--- src/rtl/cfgseq_pkg.sv ---
package cfgseq_pkg;

   localparam int NUM_WORDS  = 15;
   localparam int NUM_GROUPS = 6;
   localparam int GRP_W      = 3;
   localparam int IDX_W      = 5;

   // register offsets and bit positions the slave decodes
   localparam logic [7:0] CMD_OFF   = 8'h00;
   localparam logic [7:0] UPD_OFF   = 8'h60;
   localparam int         BUSY_BIT  = 0;
   localparam int         ROOT_BIT  = 1;
   localparam int         TRIG_BIT  = 8;
   localparam int         ACK_LSB   = 16;

   typedef enum logic [1:0] {
      PK_READY  = 2'd0,
      PK_ACK    = 2'd1,
      PK_ACKCLR = 2'd2,
      PK_NONE   = 2'd3
   } poll_kind_e;

   typedef enum logic [3:0] {
      ST_IDLE,
      ST_RD_ROOT,
      ST_WR_ROOT,
      ST_POLL_RDY,
      ST_WR_ITEM,
      ST_CE_RD_NUM,
      ST_CE_WR_NUM,
      ST_CE_RD_TRIG,
      ST_CE_WR_TRIG,
      ST_POLL_ACK,
      ST_CE_CLR,
      ST_POLL_CLR
   } seq_state_e;

   typedef struct packed {
      logic [7:0]  off;
      logic [31:0] val;
   } wr_item_t;

   typedef struct packed {
      logic [IDX_W-1:0] entry;
      logic [IDX_W-1:0] first;
      logic [IDX_W-1:0] count;
   } grp_desc_t;

   function automatic wr_item_t item_at(input int i);
      wr_item_t r;
      case (i)
         0:  r = '{off: 8'h30, val: 32'h0777_06DB};
         1:  r = '{off: 8'h34, val: 32'h0555_0249};
         2:  r = '{off: 8'h38, val: 32'h0000_0111};
         3:  r = '{off: 8'h10, val: 32'hFEFE_BFF7};
         4:  r = '{off: 8'h14, val: 32'hFDFF_7FEF};
         5:  r = '{off: 8'h18, val: 32'hFBFF_DEFB};
         6:  r = '{off: 8'h1C, val: 32'hB69B_5555};
         7:  r = '{off: 8'h20, val: 32'h2492_9249};
         8:  r = '{off: 8'h24, val: 32'h4924_1112};
         9:  r = '{off: 8'h28, val: 32'h1111_2111};
         10: r = '{off: 8'h2C, val: 32'h0000_8102};
         11: r = '{off: 8'h40, val: 32'h000F_C987};
         12: r = '{off: 8'h50, val: 32'h0000_0800};
         13: r = '{off: 8'h50, val: 32'h0000_0C00};
         14: r = '{off: 8'h50, val: 32'h0000_0400};
         default: r = '0;
      endcase
      return r;
   endfunction

   // group order is behaviour: limits, scaling, link, then three enable steps
   function automatic grp_desc_t group_at(input int g);
      grp_desc_t r;
      case (g)
         0: r = '{entry: 5'd6,  first: 5'd0,  count: 5'd3};
         1: r = '{entry: 5'd14, first: 5'd3,  count: 5'd8};
         2: r = '{entry: 5'd3,  first: 5'd11, count: 5'd1};
         3: r = '{entry: 5'd2,  first: 5'd12, count: 5'd1};
         4: r = '{entry: 5'd2,  first: 5'd13, count: 5'd1};
         5: r = '{entry: 5'd2,  first: 5'd14, count: 5'd1};
         default: r = '0;
      endcase
      return r;
   endfunction

endpackage

--- src/rtl/cfgseq_rom.sv ---
module cfgseq_rom
   import cfgseq_pkg::*;
(
   input  logic [GRP_W-1:0] grp_sel,
   input  logic [IDX_W-1:0] word_sel,
   output grp_desc_t        grp,
   output wr_item_t         item
);

   grp_desc_t grp_tab  [NUM_GROUPS];
   wr_item_t  item_tab [NUM_WORDS];

   for (genvar g = 0; g < NUM_GROUPS; g++) begin : g_grp
      assign grp_tab[g] = group_at(g);
   end

   for (genvar w = 0; w < NUM_WORDS; w++) begin : g_word
      assign item_tab[w] = item_at(w);
   end

   logic [IDX_W-1:0] flat_idx;

   always_comb begin
      if (int'(grp_sel) < NUM_GROUPS) grp = grp_tab[grp_sel];
      else                            grp = '0;
      flat_idx = grp.first + word_sel;
      if (int'(flat_idx) < NUM_WORDS) item = item_tab[flat_idx];
      else                            item = '0;
   end

endmodule

--- src/rtl/cfgseq_timer.sv ---
module cfgseq_timer #(
   parameter int LIMIT = 50000
) (
   input  logic clk,
   input  logic rst_n,
   input  logic run,
   output logic expired
);

   localparam int CNT_W = $clog2(LIMIT + 1);

   if (LIMIT < 1) begin : g_bad_limit
      $error("cfgseq_timer: LIMIT must be at least 1");
   end

   logic [CNT_W-1:0] cnt;

   always_ff @(posedge clk or negedge rst_n) begin
      if (!rst_n)                           cnt <= '0;
      else if (!run)                        cnt <= '0;
      else if (cnt != CNT_W'(LIMIT))        cnt <= cnt + 1'b1;
   end

   assign expired = (cnt == CNT_W'(LIMIT));

endmodule

--- src/rtl/cfgseq_bus.sv ---
module cfgseq_bus #(
   parameter int ADDR_W = 8,
   parameter int DATA_W = 32
) (
   input  logic              clk,
   input  logic              rst_n,
   input  logic              go,
   input  logic              go_write,
   input  logic [ADDR_W-1:0] go_addr,
   input  logic [DATA_W-1:0] go_wdata,
   output logic              op_done,
   output logic [DATA_W-1:0] op_rdata,
   output logic              bus_valid,
   output logic              bus_write,
   output logic [ADDR_W-1:0] bus_addr,
   output logic [DATA_W-1:0] bus_wdata,
   input  logic              bus_ready,
   input  logic [DATA_W-1:0] bus_rdata
);

   always_ff @(posedge clk or negedge rst_n) begin
      if (!rst_n) begin
         bus_valid <= 1'b0;
         bus_write <= 1'b0;
         bus_addr  <= '0;
         bus_wdata <= '0;
         op_done   <= 1'b0;
         op_rdata  <= '0;
      end else begin
         op_done <= bus_valid && bus_ready;
         if (bus_valid && bus_ready) begin
            bus_valid <= 1'b0;
            if (!bus_write) op_rdata <= bus_rdata;
         end else if (go && !bus_valid) begin
            bus_valid <= 1'b1;
            bus_write <= go_write;
            bus_addr  <= go_addr;
            bus_wdata <= go_wdata;
         end
      end
   end

endmodule

--- src/rtl/cfg_boot_seq.sv ---
module cfg_boot_seq
   import cfgseq_pkg::*;
#(
   parameter int          ADDR_W     = 8,
   parameter int          CLK_HZ     = 100_000_000,
   parameter int          TIMEOUT_US = 500,
   parameter logic [31:0] BASE_ADDR  = 32'h0
) (
   input  logic              clk,
   input  logic              rst_n,
   input  logic              start,
   output logic              done,
   output logic              error,
   output logic [GRP_W-1:0]  err_group,
   output logic [1:0]        err_poll,
   output logic              bus_valid,
   output logic              bus_write,
   output logic [ADDR_W-1:0] bus_addr,
   output logic [31:0]       bus_wdata,
   input  logic              bus_ready,
   input  logic [31:0]       bus_rdata
);

   localparam int DATA_W      = 32;
   localparam int CYC_PER_US  = CLK_HZ / 1_000_000;
   localparam int POLL_LIMIT  = CYC_PER_US * TIMEOUT_US;
   localparam logic [ADDR_W-1:0] A_CMD = ADDR_W'(BASE_ADDR + 32'(CMD_OFF));
   localparam logic [ADDR_W-1:0] A_UPD = ADDR_W'(BASE_ADDR + 32'(UPD_OFF));

   if (CLK_HZ < 1_000_000) begin : g_bad_clk
      $error("cfg_boot_seq: CLK_HZ must be at least 1 MHz");
   end
   if (TIMEOUT_US < 1) begin : g_bad_to
      $error("cfg_boot_seq: TIMEOUT_US must be at least 1");
   end
   if (ADDR_W < 8 || ADDR_W > 32) begin : g_bad_aw
      $error("cfg_boot_seq: ADDR_W must be 8..32");
   end
   if (ADDR_W < 32) begin : g_chk_span
      if (BASE_ADDR + 32'h100 > (32'h1 << ADDR_W)) begin : g_bad_base
         $error("cfg_boot_seq: register window exceeds address space");
      end
   end

   seq_state_e        st;
   logic              issued;
   logic [GRP_W-1:0]  grp;
   logic [IDX_W-1:0]  widx;
   logic [IDX_W-1:0]  eoff;
   grp_desc_t         gd;
   wr_item_t          wi;
   logic              running;

   logic              go;
   logic              op_write;
   logic [ADDR_W-1:0] op_addr;
   logic [31:0]       op_wdata;
   logic              op_done;
   logic [31:0]       rdq;
   logic              in_poll;
   logic              expired;
   logic [IDX_W-1:0]  ent;
   logic [15:0]       ack_field;
   logic              ack_hit;
   logic              last_word;
   logic              last_entry;
   logic              last_group;

   cfgseq_rom u_rom (
      .grp_sel  (grp),
      .word_sel (widx),
      .grp      (gd),
      .item     (wi)
   );

   cfgseq_bus #(.ADDR_W(ADDR_W), .DATA_W(DATA_W)) u_bus (
      .clk       (clk),
      .rst_n     (rst_n),
      .go        (go),
      .go_write  (op_write),
      .go_addr   (op_addr),
      .go_wdata  (op_wdata),
      .op_done   (op_done),
      .op_rdata  (rdq),
      .bus_valid (bus_valid),
      .bus_write (bus_write),
      .bus_addr  (bus_addr),
      .bus_wdata (bus_wdata),
      .bus_ready (bus_ready),
      .bus_rdata (bus_rdata)
   );

   cfgseq_timer #(.LIMIT(POLL_LIMIT)) u_timer (
      .clk     (clk),
      .rst_n   (rst_n),
      .run     (in_poll),
      .expired (expired)
   );

   assign running    = (st != ST_IDLE);
   assign go         = running && !issued;
   assign in_poll    = (st == ST_POLL_RDY) || (st == ST_POLL_ACK) || (st == ST_POLL_CLR);
   assign ent        = gd.entry - eoff;
   assign ack_field  = rdq[ACK_LSB +: 16];
   assign ack_hit    = ack_field[ent[3:0]];
   assign last_word  = (widx == gd.count - 1'b1);
   assign last_entry = (eoff == gd.count - 1'b1);
   assign last_group = (int'(grp) == NUM_GROUPS - 1);

   // request decode per state
   always_comb begin
      op_write = 1'b0;
      op_addr  = A_UPD;
      op_wdata = '0;
      unique case (st)
         ST_RD_ROOT, ST_POLL_RDY: op_addr = A_CMD;
         ST_WR_ROOT: begin
            op_write = 1'b1;
            op_addr  = A_CMD;
            op_wdata = rdq | (32'h1 << ROOT_BIT);
         end
         ST_WR_ITEM: begin
            op_write = 1'b1;
            op_addr  = ADDR_W'(BASE_ADDR + 32'(wi.off));
            op_wdata = wi.val;
         end
         ST_CE_WR_NUM: begin
            op_write = 1'b1;
            op_wdata = rdq | 32'(ent);
         end
         ST_CE_WR_TRIG: begin
            op_write = 1'b1;
            op_wdata = rdq | (32'h1 << TRIG_BIT);
         end
         ST_CE_CLR: op_write = 1'b1;
         default: ;
      endcase
   end

   always_ff @(posedge clk or negedge rst_n) begin
      if (!rst_n) begin
         st        <= ST_IDLE;
         issued    <= 1'b0;
         grp       <= '0;
         widx      <= '0;
         eoff      <= '0;
         done      <= 1'b0;
         error     <= 1'b0;
         err_group <= '0;
         err_poll  <= PK_NONE;
      end else begin
         if (go) issued <= 1'b1;
         if (st == ST_IDLE) begin
            if (start) begin
               done      <= 1'b0;
               error     <= 1'b0;
               err_group <= '0;
               err_poll  <= PK_NONE;
               grp       <= '0;
               st        <= ST_RD_ROOT;
            end
         end else if (op_done) begin
            issued <= 1'b0;
            unique case (st)
               ST_RD_ROOT: st <= ST_WR_ROOT;
               ST_WR_ROOT: st <= ST_POLL_RDY;
               ST_POLL_RDY: begin
                  if (!rdq[BUSY_BIT]) begin
                     widx <= '0;
                     st   <= ST_WR_ITEM;
                  end else if (expired) begin
                     st        <= ST_IDLE;
                     error     <= 1'b1;
                     err_group <= grp;
                     err_poll  <= PK_READY;
                  end
               end
               ST_WR_ITEM: begin
                  if (last_word) begin
                     eoff <= '0;
                     st   <= ST_CE_RD_NUM;
                  end else begin
                     widx <= widx + 1'b1;
                  end
               end
               ST_CE_RD_NUM:  st <= ST_CE_WR_NUM;
               ST_CE_WR_NUM:  st <= ST_CE_RD_TRIG;
               ST_CE_RD_TRIG: st <= ST_CE_WR_TRIG;
               ST_CE_WR_TRIG: st <= ST_POLL_ACK;
               ST_POLL_ACK: begin
                  if (ack_hit) begin
                     st <= ST_CE_CLR;
                  end else if (expired) begin
                     st        <= ST_IDLE;
                     error     <= 1'b1;
                     err_group <= grp;
                     err_poll  <= PK_ACK;
                  end
               end
               ST_CE_CLR: st <= ST_POLL_CLR;
               ST_POLL_CLR: begin
                  if (ack_field == 16'h0) begin
                     if (!last_entry) begin
                        eoff <= eoff + 1'b1;
                        st   <= ST_CE_RD_NUM;
                     end else if (last_group) begin
                        st   <= ST_IDLE;
                        done <= 1'b1;
                     end else begin
                        grp <= grp + 1'b1;
                        st  <= ST_RD_ROOT;
                     end
                  end else if (expired) begin
                     st        <= ST_IDLE;
                     error     <= 1'b1;
                     err_group <= grp;
                     err_poll  <= PK_ACKCLR;
                  end
               end
               default: st <= ST_IDLE;
            endcase
         end
      end
   end

endmodule

--- config.mk ---
export PLATFORM = sky130hd
export DESIGN_NAME = cfg_boot_seq
export DESIGN_NICKNAME = d
export VERILOG_FILES = /design/src/rtl/cfgseq_pkg.sv /design/src/rtl/cfgseq_rom.sv /design/src/rtl/cfgseq_timer.sv /design/src/rtl/cfgseq_bus.sv /design/src/rtl/cfg_boot_seq.sv
export SDC_FILE = /design/constraint.sdc
export NUM_CORES = 1
export LEC_CHECK = 0
export CORE_ASPECT_RATIO = 1.4
export CORE_MARGIN = 4
export CORE_UTILIZATION = 55
export CTS_BUF_LIST = sky130_fd_sc_hd__clkbuf_4 sky130_fd_sc_hd__clkbuf_8
export CTS_CLUSTER_SIZE = 10
export DETAILED_ROUTE_END_ITERATION = 8
export DONT_BUFFER_PORTS = 1
export GPL_TIMING_DRIVEN = 1
export PLACE_DENSITY = 0.69
export SETUP_SLACK_MARGIN = 0.15
export SLEW_MARGIN = 0
export SYNTH_ARGS = -nofsm -noshare
export SYNTH_HDL_FRONTEND = slang
export SYNTH_HIERARCHICAL = 1
export SYNTH_SLANG_ARGS = --single-unit
--- constraint.sdc ---
create_clock -name clk -period 3.5 [get_ports clk]
set_input_delay 0.175 -clock clk [delete_from_list [all_inputs] [get_ports clk]]
set_output_delay 0.175 -clock clk [all_outputs]
set_load 0.1 [all_outputs]
# --- Word-level counts from Yosys, hierarchy flattened ---
# Memories as Yosys holds them, arrays and structs flattened.
# Index checks and enable logic that the tools add are counted.
# Widths: inputs -> output; s select.
word_totals:
  rom_bits: 760
  wordCells: 171
  register_bits: 116
  in_bits: 36
  memories: 2
memory_table:
  columns: ["name", "depth", "width", "rd", "rd_clocked_by_memory_dff", "write_ports", "line", "text"]
  rows:
  - ["(name not given)", 16, 40, 1, 0, 0, "cfgseq_rom.sv:27", "if (int'(flat_idx) < NUM_WORDS) item = item_tab[flat_idx];"]
  - ["(name not given)", 8, 15, 1, 0, 0, "cfgseq_rom.sv:24", "if (int'(grp_sel) < NUM_GROUPS) grp = grp_tab[grp_sel];"]
classes:
  n_addsub: 7
  n_eq_ne: 31
  n_lt_le_gt_ge: 5
  n_bitwise: 6
  reduce_logical: 30
  muxes: 74
op_table:
  columns: ["cell", "count"]
  rows:
  - ["$pmux 32 s4", 1]
  - ["$mux 40", 3]
  - ["$mux 15", 3]
  - ["$pmux 4 s11", 1]
  - ["$mux 3", 14]
  - ["$mux 16", 2]
  - ["$mux 4", 8]
  - ["$or 32x5->32", 1]
  - ["$mux 5", 5]
  - ["$reduce_and 6->1", 4]
  - ["$mux 1", 21]
  - ["$pmux 5 s2", 2]
  - ["$mux 2", 9]
  - ["$add 16x1->16 const B", 1]
  - ["$eq 16x16->1 const B", 1]
  - ["$eq 4x3->1 const B", 4]
  - ["$eq 4x4->1 const B", 4]
  - ["$logic_not 16->1", 1]
  - ["$ne 16x16->1 const B", 1]
  - ["$pmux 8 s2", 1]
  - ["$reduce_bool 2->1", 8]
  - ["$ne 2x2->1 const B", 6]
  - ["$ne 3x2->1 const B", 4]
  - ["$add 5x1->5 const B", 2]
  - ["34 further kinds", 46]

# --- Logic depth before layout (Yosys ltp) ---
# Gate-level depths: netlist of run 1.
logic_depth:
  word_depth: 12
  ltp_mapped: 17

# --- Modules after synthesis ---
# The synthesis of run 1 kept the hierarchy.
by_module_without_submodules:
  columns: ["module", "seq_area_each_um2", "cells_per_inst", "area_each_um2", "instances"]
  rows:
  - ["cfgseq_bus", 1876.8, 161, 2824.0, 1]
  - ["cfg_boot_seq", 628.1, 300, 2519.9, 1]
  - ["cfgseq_rom", 0.0, 165, 1088.5, 1]
  - ["cfgseq_timer", 400.4, 86, 855.8, 1]

# --- Least setup slack after synthesis of run 1 ---
# No wires, ideal clock.
synth_timing:
  path_type: "register to register"
  start: "register grp[1]"
  end: "register u_bus.bus_wdata[30]"
  setup_time_ns: 0.125
  path_stages_with_launch: 17
  setup_slack_ns: 0.008
  t_arrival_ns: 3.366
  path_cell_list: "dfrtp_1 > inv_1 > ha_1 > o21ai_0 > nor2_1 > ha_1 > inv_1 > fa_1 > inv_1 > ha_1 > and2_4 > a21oi_1 > or2_0 > a21oi_1 > buf_4 > a22o_1 > mux2_2"
synth_rtl:
  columns: ["element", "line", "text"]
  rows:
  - ["from (decl)", "cfg_boot_seq.sv:47", "logic [GRP_W-1:0] grp;"]
  - ["from (signal assigned)", "cfg_boot_seq.sv:210", "grp <= grp + 1'b1;"]
  - ["to (signal assigned)", "cfgseq_bus.sv:38", "bus_wdata <= go_wdata;"]
  - ["to (decl)", "cfgseq_bus.sv:16", "output logic [DATA_W-1:0] bus_wdata,"]

==> flow_summary.yaml, run 1 <==
floorplan:
  fp.coreArea_um2: 12900
  initial_core_util_pct: 56.3
  rows: 49
  pin_count: 85
  die_area_um2: 15200
  die_w_um: 105
  die_y_um: 144
cells_and_area:
  final_util_pct: 68.8
  multi_input_area_um2: 4330
  fin_nets: 857
  n_fill_cell: 976
  seqCellArea_um2: 2910
  antenna-diode-count: 0
  drive_gt1_share_pct: 30.0
  area_delta_synth_final_pct: 22.2
timing:
  hold_viol_final: 0
  worst_slack_ns: 0.179
  finalCritPeriodShare_pct: 94.9
  worst_pin_slew_ns: 0.964
  fin_worst_skew_ns: 0.0120
  setup_viol: 0
  max_freq_mhz: 301
  relSlewSlack_pct: 35.7
  maxSlewViolCount: 0
  grt_setup_unrepaired: "yes"
  min_period_ns: 3.32
worst_setup_path:
  arrival_ns: 3.66
  cp-startpoint: "grp[1]"
  worstSetupEndpointType: "flip-flop"
  critical_path_buf_inv_count: 3
  cp_common_cell: "ha_4"
  critical_path_required_ns: 3.84
  timing.rr.start: "grp[1]"
  worstPathMaxFanout: 8
  rrSetupSlack_ns: 0.18
  startpoint_type: "flip-flop"
  path_cells: "inv_4, ha_4, o21ai_2, nor2_1, ha_2, inv_2, fa_2, clkinv_4, ha_4, and2_4, a21oi_4, or2_1, a21oi_2, a22o_1, mux2_4"
  critPathTopFamily: "adder cells"
  critPathMaxStageDelay_ns: 0.64
  crit_type: "flip-flop to flip-flop"
  crit_slowest_cell: "fa_2"
global_route:
  track_usage_pct: 26.0
  grt_overflow: 0
  grt_pass1_wl_mm: 31.0
  antenna_found_initial: 0
  grt_max_degree: 117
  grt_pass1_vias: 5969
clock_network:
  cts_tree: "yes"
  h-tree-depth: 4
  clockBufferDepth: 2
  cts_made_buffers: 17
  cts_root_buf: "clkbuf_8"
  clk_latency_ns: 0.45
  clk_pin_slew_ns: 0.07
  clock-sinks: 116
drt:
  via_per_inst: 6.13
  drt_pass1_iterations: 5
  avgRoutedWirePerCell_um: 20.2
  routed_wl_mm: 19.7
  vias: 5996
  ant_nets: 0
  first_iter_violations: 397
  drc_errors: 0
min_path:
  hold_class: "primary input to flip-flop"
  hp-start: "start"
power:
  p_leak_nw: 3.88
  ir_drop_mv: 0.575
  p_per_area_nw_per_um2: 641
  finalPower_mw: 5.70
synthesis:
  ys_warn_count: 6
  syn_inst: 711
  syn-mean-instance-area_um2: 10.2
  syn-cell-area_um2: 7280
placement:
  pre_cts_ws_ns: -0.148
  hpwl_mm: 13.9
  portBuffers: 0
  routabilityCongestion: 0.920
run_status:
  status: "complete, no violations"
job:
  cap_viol_max_count: 0
## metrics by stage
step	cell area (um2)	hold WS, ns	TNS (ns)	cells
after global routing	8900	0.0849	0	978
after detailed placement	7530	-0.118	-0.207	885
after global placement	7530	-0.118	-0.253	885
after floorplan	7300	-0.121	0	716
final	8900	0.0515	0	978
after CTS	8400	0.0299	0	953
## layer usage
layer | global-route usage [%] | share of wire [%] | up-vias
met5 | 0 | 0 | -
met1 | 30.2 | 38 | 2999
met3 | 5.67 | 5.6 | 39
li1 | - | - | 2738
met4 | 9.33 | 3.0 | 0
met2 | 47.3 | 54 | 220
## area by class of cell
cell class	count	area share, %
clock buffers	20	3.02
clock inverters	12	2.01
inverters	38	1.69
multi-input cells	524	48.6
flip-flops and latches	116	32.7
well taps	178	2.50
repair buffers	90	9.45
## path summary, 6_finish.rpt
kind                       cells after the start                  end
max                                           15  u_bus/bus_wdata[30]
min                                            2               grp[2]
max reg2reg                                   15  u_bus/bus_wdata[30]
min reg2reg                                    1   u_bus/op_rdata[11]
max in group asynchronous                      2                st[0]
min in group asynchronous                      2      u_timer/cnt[14]
## sequential cells by signal, indices dropped and copies added, names as in the netlist, named ones only
register	flops
done	1
eoff	5
err_group	3
err_poll	2
error	1
grp	3
st	4
u_bus/bus_addr	8
u_bus/bus_valid	1
u_bus/bus_wdata	32
u_bus/bus_write	1
u_bus/op_done	1
u_bus/op_rdata	32
u_timer/cnt	16
widx	5
## where the power goes
group          leakage [nW]  internal (mW)  switching [mW]  total [mW]
logic                  2.16          0.653           0.642        1.30
clock network         0.218          0.821           0.562        1.38
registers              1.51           1.68            1.35        3.02
total                  3.88           3.15            2.55        5.70
## layout by cell type, fill, tap and decap left out, types with 5 or more instances in the layout
cell / count
a21oi_1: 36
buf_6: 6
o31ai_1: 5
dfrtp_1: 111
conb_1: 6
nand2b_1: 7
ha_1: 22
a22o_1: 30
buf_4: 46
clkbuf_8: 19
nor3_1: 17
nand2_1: 41
nand4_1: 8
mux2_2: 68
inv_1: 31
ha_4: 8
nor4_1: 10
nand3_1: 19
and3_1: 16
dlygate4sd3_1: 34
nor2_1: 47
mux2i_1: 11
xnor2_1: 23
inv_2: 5
xor2_1: 6
o21ai_0: 22
## what timing repair did
action,CTS,global route
buffers inserted,1,24
pin swaps,0,24
setup endpoints to repair,16,34
hold buffers,35,0
gates resized for setup,10,66
gates cloned,0,1
hold endpoints to repair,150,0
Power figures use the tool's default switching activity.
==> run 2, diff against run 1 <==
--- a/config.mk
+++ b/config.mk
@@ -14,8 +14,9 @@
 export DONT_BUFFER_PORTS = 1
 export GPL_TIMING_DRIVEN = 1
 export PLACE_DENSITY = 0.69
+export RECOVER_POWER = 100
 export SETUP_SLACK_MARGIN = 0.15
-export SLEW_MARGIN = 0
+export SLEW_MARGIN = 10
 export SYNTH_ARGS = -nofsm -noshare
 export SYNTH_HDL_FRONTEND = slang
 export SYNTH_HIERARCHICAL = 1
==> run 2 against run 1 <==
Effect of this change:
- the run now ends with capacitance limit, slew limit left
- sequential power barely moved
- non-clock buffer count is the same
- sequential cell count is the same
- final cell count unchanged
- design area is 0.32% lower
- global-route usage stayed put
==> flow_summary.yaml, run 2 (synthesized netlist as in run 1, its figures left out) <==
power:
  ir_drop_mv: 0.577
  p_leak_nw: 3.87
  finalPower_mw: 5.68
  p_per_area_nw_per_um2: 641
worst_setup_path:
  rrSetupSlack_ns: 0.18
  crit_type: "flip-flop to flip-flop"
  worstSetupEndpointType: "flip-flop"
  critical_path_required_ns: 3.88
  arrival_ns: 3.70
  startpoint_type: "flip-flop"
  worstPathMaxFanout: 7
  r2r_end: "u_bus/bus_wdata[4]"
  timing.rr.start: "grp[1]"
  rr_worst_depth: 16
min_path:
  hold_depth: 2
  hold_end: "grp[2]"
  hold_class: "primary input to flip-flop"
  hp-start: "start"
run_status:
  violations: "capacitance limit, slew limit"
  status: "finished with violations"
cells_and_area:
  final_cell_mix: "dfrtp_1, mux2_2, nor2_1, buf_4, nand2_1"
  area_delta_synth_final_pct: 21.8
  fin_nets: 857
  final_common_cell: "dfrtp_1"
  fin_cells: 978
  final_util_pct: 68.6
  top_regs: "u_bus/bus_wdata (32), u_bus/op_rdata (32), u_timer/cnt (16)"
  drive_gt1_share_pct: 29.0
  antenna-diode-count: 0
clock_network:
  cts_tree: "yes"
  clock-sinks: 116
  cts_made_buffers: 17
  clockBufferDepth: 2
  h-tree-depth: 4
  clk_pin_slew_ns: 0.07
  cts_root_buf: "clkbuf_8"
  clk_latency_ns: 0.45
drt:
  vias: 5966
  routed_wl_mm: 19.7
  first_iter_violations: 407
  drt_pass1_iterations: 5
  ant_nets: 0
  via_per_inst: 6.10
  drc_errors: 0
  avgRoutedWirePerCell_um: 20.1
timing:
  setup_viol: 0
  worst_pin_slew_ns: 1.72
  finalCritPeriodShare_pct: 95.0
  maxSlewViolCount: 33
  grt_setup_unrepaired: "yes"
  max_freq_mhz: 301
  relSlewSlack_pct: -14.7
  worst_slack_ns: 0.176
  fin_worst_skew_ns: 0.0137
  min_period_ns: 3.32
  tns_ns: 0
  hold_viol_final: 0
placement:
  hpwl_mm: 13.9
  routabilityCongestion: 0.920
  portBuffers: 0
  dp.cells: 885
  pre_cts_ws_ns: -0.148
floorplan:
  rows: 49
  die_area_um2: 15200
  fp.coreArea_um2: 12900
  die_w_um: 105
  pin_count: 85
  initial_core_util_pct: 56.3
  die_y_um: 144
global_route:
  antenna_found_initial: 0
  track_usage_pct: 26.0
  grt_max_degree: 117
  grt_overflow: 0
  grt_pass1_wl_mm: 31.0
  grt_pass1_vias: 5969
job:
  cap_viol_max_count: 1
-- run 2: repair_timing --
item,4_1_cts,5_1_grt
setup buffers,1,24
hold buffers,35,0
endpoints found under the hold margin,150,0
gates resized for setup,10,66
cloned,0,1
pin swaps,0,24
endpoints found under the setup margin,16,34
-- run 2: area by class of cell --
cell class / count / area (um2)
flip-flops and latches: 116 / 2910
repair buffers: 90 / 827
clock buffers: 20 / 269
inverters: 38 / 150
multi-input cells: 524 / 4310
clock inverters: 12 / 179
fillers: 981 / 4070
well taps: 178 / 223
-- run 2: power breakdown --
part,leakage [nW],switching [mW],internal [mW]
sequential,1.50,1.35,1.67
clock,0.218,0.559,0.821
combinational,2.14,0.640,0.643
total,3.87,2.55,3.14
-- run 2: worst max-delay path: stages, from the launching register on --
cell,delay [ns]
dfrtp_2,0.47
ha_4,0.19
inv_2,0.05
clkbuf_1,0.26
nand2_2,0.12
inv_1,0.08
ha_1,0.22
a21o_1,0.23
a21oi_4,0.23
buf_4,0.17
xnor2_2,0.22
buf_4,0.24
nand2_1,0.06
a21oi_1,0.23
a22oi_1,0.12
o21ai_0,0.15
mux2_2,0.21
-- run 2: layer usage --
| layer | vias up | wire [um] | GRT usage, % |
|---|---|---|---|
| li1 | 2730 | - | - |
| met1 | 2981 | 7470 | 30.2 |
| met2 | 210 | 10500 | 47.3 |
| met3 | 45 | 1070 | 5.67 |
| met4 | 0 | 619 | 9.33 |
| met5 | - | 0 | 0 |
-- run 2: how the worst max path moves through the flow --
| stage | startpoint | end | slack, ns | cells after the start |
|---|---|---|---|---|
| floorplan | grp[1] | u_bus/bus_wdata[30] | 0.20 | 16 |
| global placement | grp[1] | u_bus/bus_wdata[26] | -0.21 | 14 |
| detailed placement | grp[1] | u_bus/bus_wdata[26] | -0.15 | 16 |
| CTS | grp[1] | u_bus/bus_wdata[30] | 0.14 | 15 |
| global route | grp[1] | u_bus/bus_wdata[1] | 0.03 | 17 |
| finish | grp[1] | u_bus/bus_wdata[4] | 0.18 | 16 |
-- run 2: per-stage QoR --
stage,hold slack (ns),area [um2]
floorplan,-0.121,7300
global placement,-0.118,7530
detailed placement,-0.118,7530
CTS,0.0299,8400
global route,0.0849,8870
finish,0.0568,8870
==> run 3, diff against run 2 <==
==> constraint.sdc (replaced) <==
create_clock -name clk -period 2.9 [get_ports clk]
set_input_delay 0.145 -clock clk [delete_from_list [all_inputs] [get_ports clk]]
set_output_delay 0.145 -clock clk [all_outputs]
set_load 0.1 [all_outputs]
==> run 3 against run 2 <==
Effect of this change:
- non-clock buffer count rose by 76
- the run ends with hold timing, capacitance limit, slew limit, setup timing left
- final cell count rose by 7.8%
- design area rose by 12%
- largest power group unchanged
- clock power barely moved
- critical endpoint is now st[0]
- combinational power rose by 44%
==> flow_summary.yaml, run 3 (synthesized netlist as in run 1, its figures left out) <==
worst_setup_path:
  crit_type: "flip-flop to flip-flop"
  arrival_ns: 3.64
  startpoint_type: "flip-flop"
  cp-startpoint: "grp[1]"
  timing.rr.start: "grp[1]"
  critical_path_required_ns: 3.26
  worstPathMaxFanout: 4
  worstSetupEndpointType: "flip-flop"
global_route:
  grt_max_degree: 117
  track_usage_pct: 28.9
  grt_overflow: 0
  grt_pass1_vias: 6520
  grt_pass1_wl_mm: 34.2
  antenna_found_initial: 0
placement:
  routabilityCongestion: 0.907
  hpwl_mm: 14.9
  portBuffers: 0
  dp.cells: 952
power:
  switchingPower_mw: 3.20
  p_leak_nw: 4.32
  clkPwrFrac_pct: 20.4
  power_frac_seq_pct: 52.6
  internal_power_mw: 3.63
  p_per_area_nw_per_um2: 690
  p_sw_share_pct: 46.8
  combPwrFrac_pct: 27.0
  ir_drop_mv: 0.618
clock_network:
  clock-sinks: 116
  clk_latency_ns: 0.44
  clockBufferDepth: 2
  cts_hold_buf: 34
  cts_root_buf: "clkbuf_8"
  h-tree-depth: 4
  cts_tree: "yes"
  cts_made_buffers: 17
  clk_pin_slew_ns: 0.08
timing:
  maxSlewViolCount: 33
  fin_hold_ws_ns: -0.614
  min_period_ns: 3.28
  worst_slack_ns: -0.382
  hold_viol_final: 116
  finalCritPeriodShare_pct: 113
  tns_ns: -12.51
  grt_setup_unrepaired: "yes"
  worst_pin_slew_ns: 1.81
  max_freq_mhz: 305
  fin_worst_skew_ns: 0.0101
  relSlewSlack_pct: -20.8
  setup_viol: 51
run_status:
  status: "finished with violations"
  violations: "hold timing, capacitance limit, slew limit, setup timing"
cells_and_area:
  top_regs: "u_bus/bus_wdata (32), u_bus/op_rdata (32), u_timer/cnt (16)"
  antenna-diode-count: 0
  area_delta_synth_final_pct: 35.9
  fin_nets: 933
  final_common_cell: "dfrtp_1"
  final_cell_mix: "dfrtp_1, buf_4, mux2_2, nor2_1, nand2_1"
  fin_cells: 1054
  drive_gt1_share_pct: 41.3
floorplan:
  die_w_um: 105
  rows: 49
  die_y_um: 144
  die_area_um2: 15200
  initial_core_util_pct: 56.3
  pin_count: 85
  fp.coreArea_um2: 12900
drt:
  routed_wl_mm: 22.1
  avgRoutedWirePerCell_um: 21.0
  drt_pass1_iterations: 7
  first_iter_violations: 331
  drc_errors: 0
  vias: 6309
  ant_nets: 0
  via_per_inst: 5.99
min_path:
  hold_class: "primary input to async pin"
job:
  cap_viol_max_count: 1
[run 3: cell count changes in the layout (fill, tap and decap cells not counted), sizes merged]
cell | before | now
nor2 | 49 | 50
bufinv | 4 | 1
clkinvlp | 3 | 6
clkbuf | 24 | 27
inv | 37 | 38
buf | 52 | 124
o22ai | 4 | 3
[run 3: power groups by stage]
stage	Sequential, mW	Clock [mW]	Combinational, mW
3_5_place_dp	3.61	0	1.61
5_1_grt	3.63	1.49	1.97
6_report	3.59	1.39	1.84
3_3_place_gp	3.59	0	1.57
2_1_floorplan	3.49	0	1.15
4_1_cts	3.58	1.41	1.76
[run 3: area by class of cell]
class / count / area [um2]
Tap cell: 178 / 223
Multi-Input combinational cell: 524 / 4760
Sequential cell: 116 / 2910
Clock buffer: 19 / 249
Clock inverter: 13 / 113
Inverter: 38 / 150
Timing Repair Buffer: 166 / 1490
Fill cell: 840 / 3040
[run 3: through the flow]
stage	total power, mW	hold WS (ns)	worst slack, ns	instance area (um2)	util [%]
after global routing	7.09	-0.635	-0.476	9890	76.5
after global placement	5.16	-0.148	-0.283	8230	63.6
final	6.82	-0.614	-0.382	9890	76.5
after detailed placement	5.22	-0.148	-0.340	8230	63.6
after floorplan	4.65	-0.151	-0.290	7490	-
after CTS	6.75	-0.633	-0.331	9520	73.6
[run 3: worst paths after layout]
check	end	slack (ns)	depth (start not counted)
max	st[0]	-0.38	14
max reg2reg	st[0]	-0.38	14
min in group clk	st[0]	0.26	2
min reg2reg	u_bus/op_rdata[9]	0.51	1
min	u_timer/cnt[13]	-0.61	0
max in group asynchronous	err_poll[0]	3.30	0
[run 3: per-layer routing]
| layer | global-route usage [%] | routed length [um] | up-vias |
|---|---|---|---|
| met4 | 13.1 | 1020 | 0 |
| met5 | 0 | 0 | - |
| met2 | 52.7 | 11600 | 200 |
| met3 | 5.81 | 999 | 56 |
| met1 | 32.4 | 8440 | 3164 |
| li1 | - | - | 2889 |
[run 3: worst max-delay path, stage by stage (launching register included)]
cell and delay (ns):
dfrtp_2 0.42, buf_6 0.11, ha_4 0.14, inv_4 0.04, and3_4 0.16, inv_2 0.06, ha_4 0.12, inv_2 0.04
fa_2 0.61, buf_6 0.13, mux4_2 0.30, and4b_4 0.21, or3_4 0.42, o311a_1 0.31, o221ai_2 0.13
[run 3: what timing repair did]
| item | in CTS | in global routing |
|---|---|---|
| hold endpoints to repair | 151 | 116 |
| buffers inserted | 19 | 16 |
| setup endpoints to repair | 59 | 60 |
| pin swaps | 37 | 56 |
| cloned | 1 | 0 |
| resized for setup | 96 | 75 |
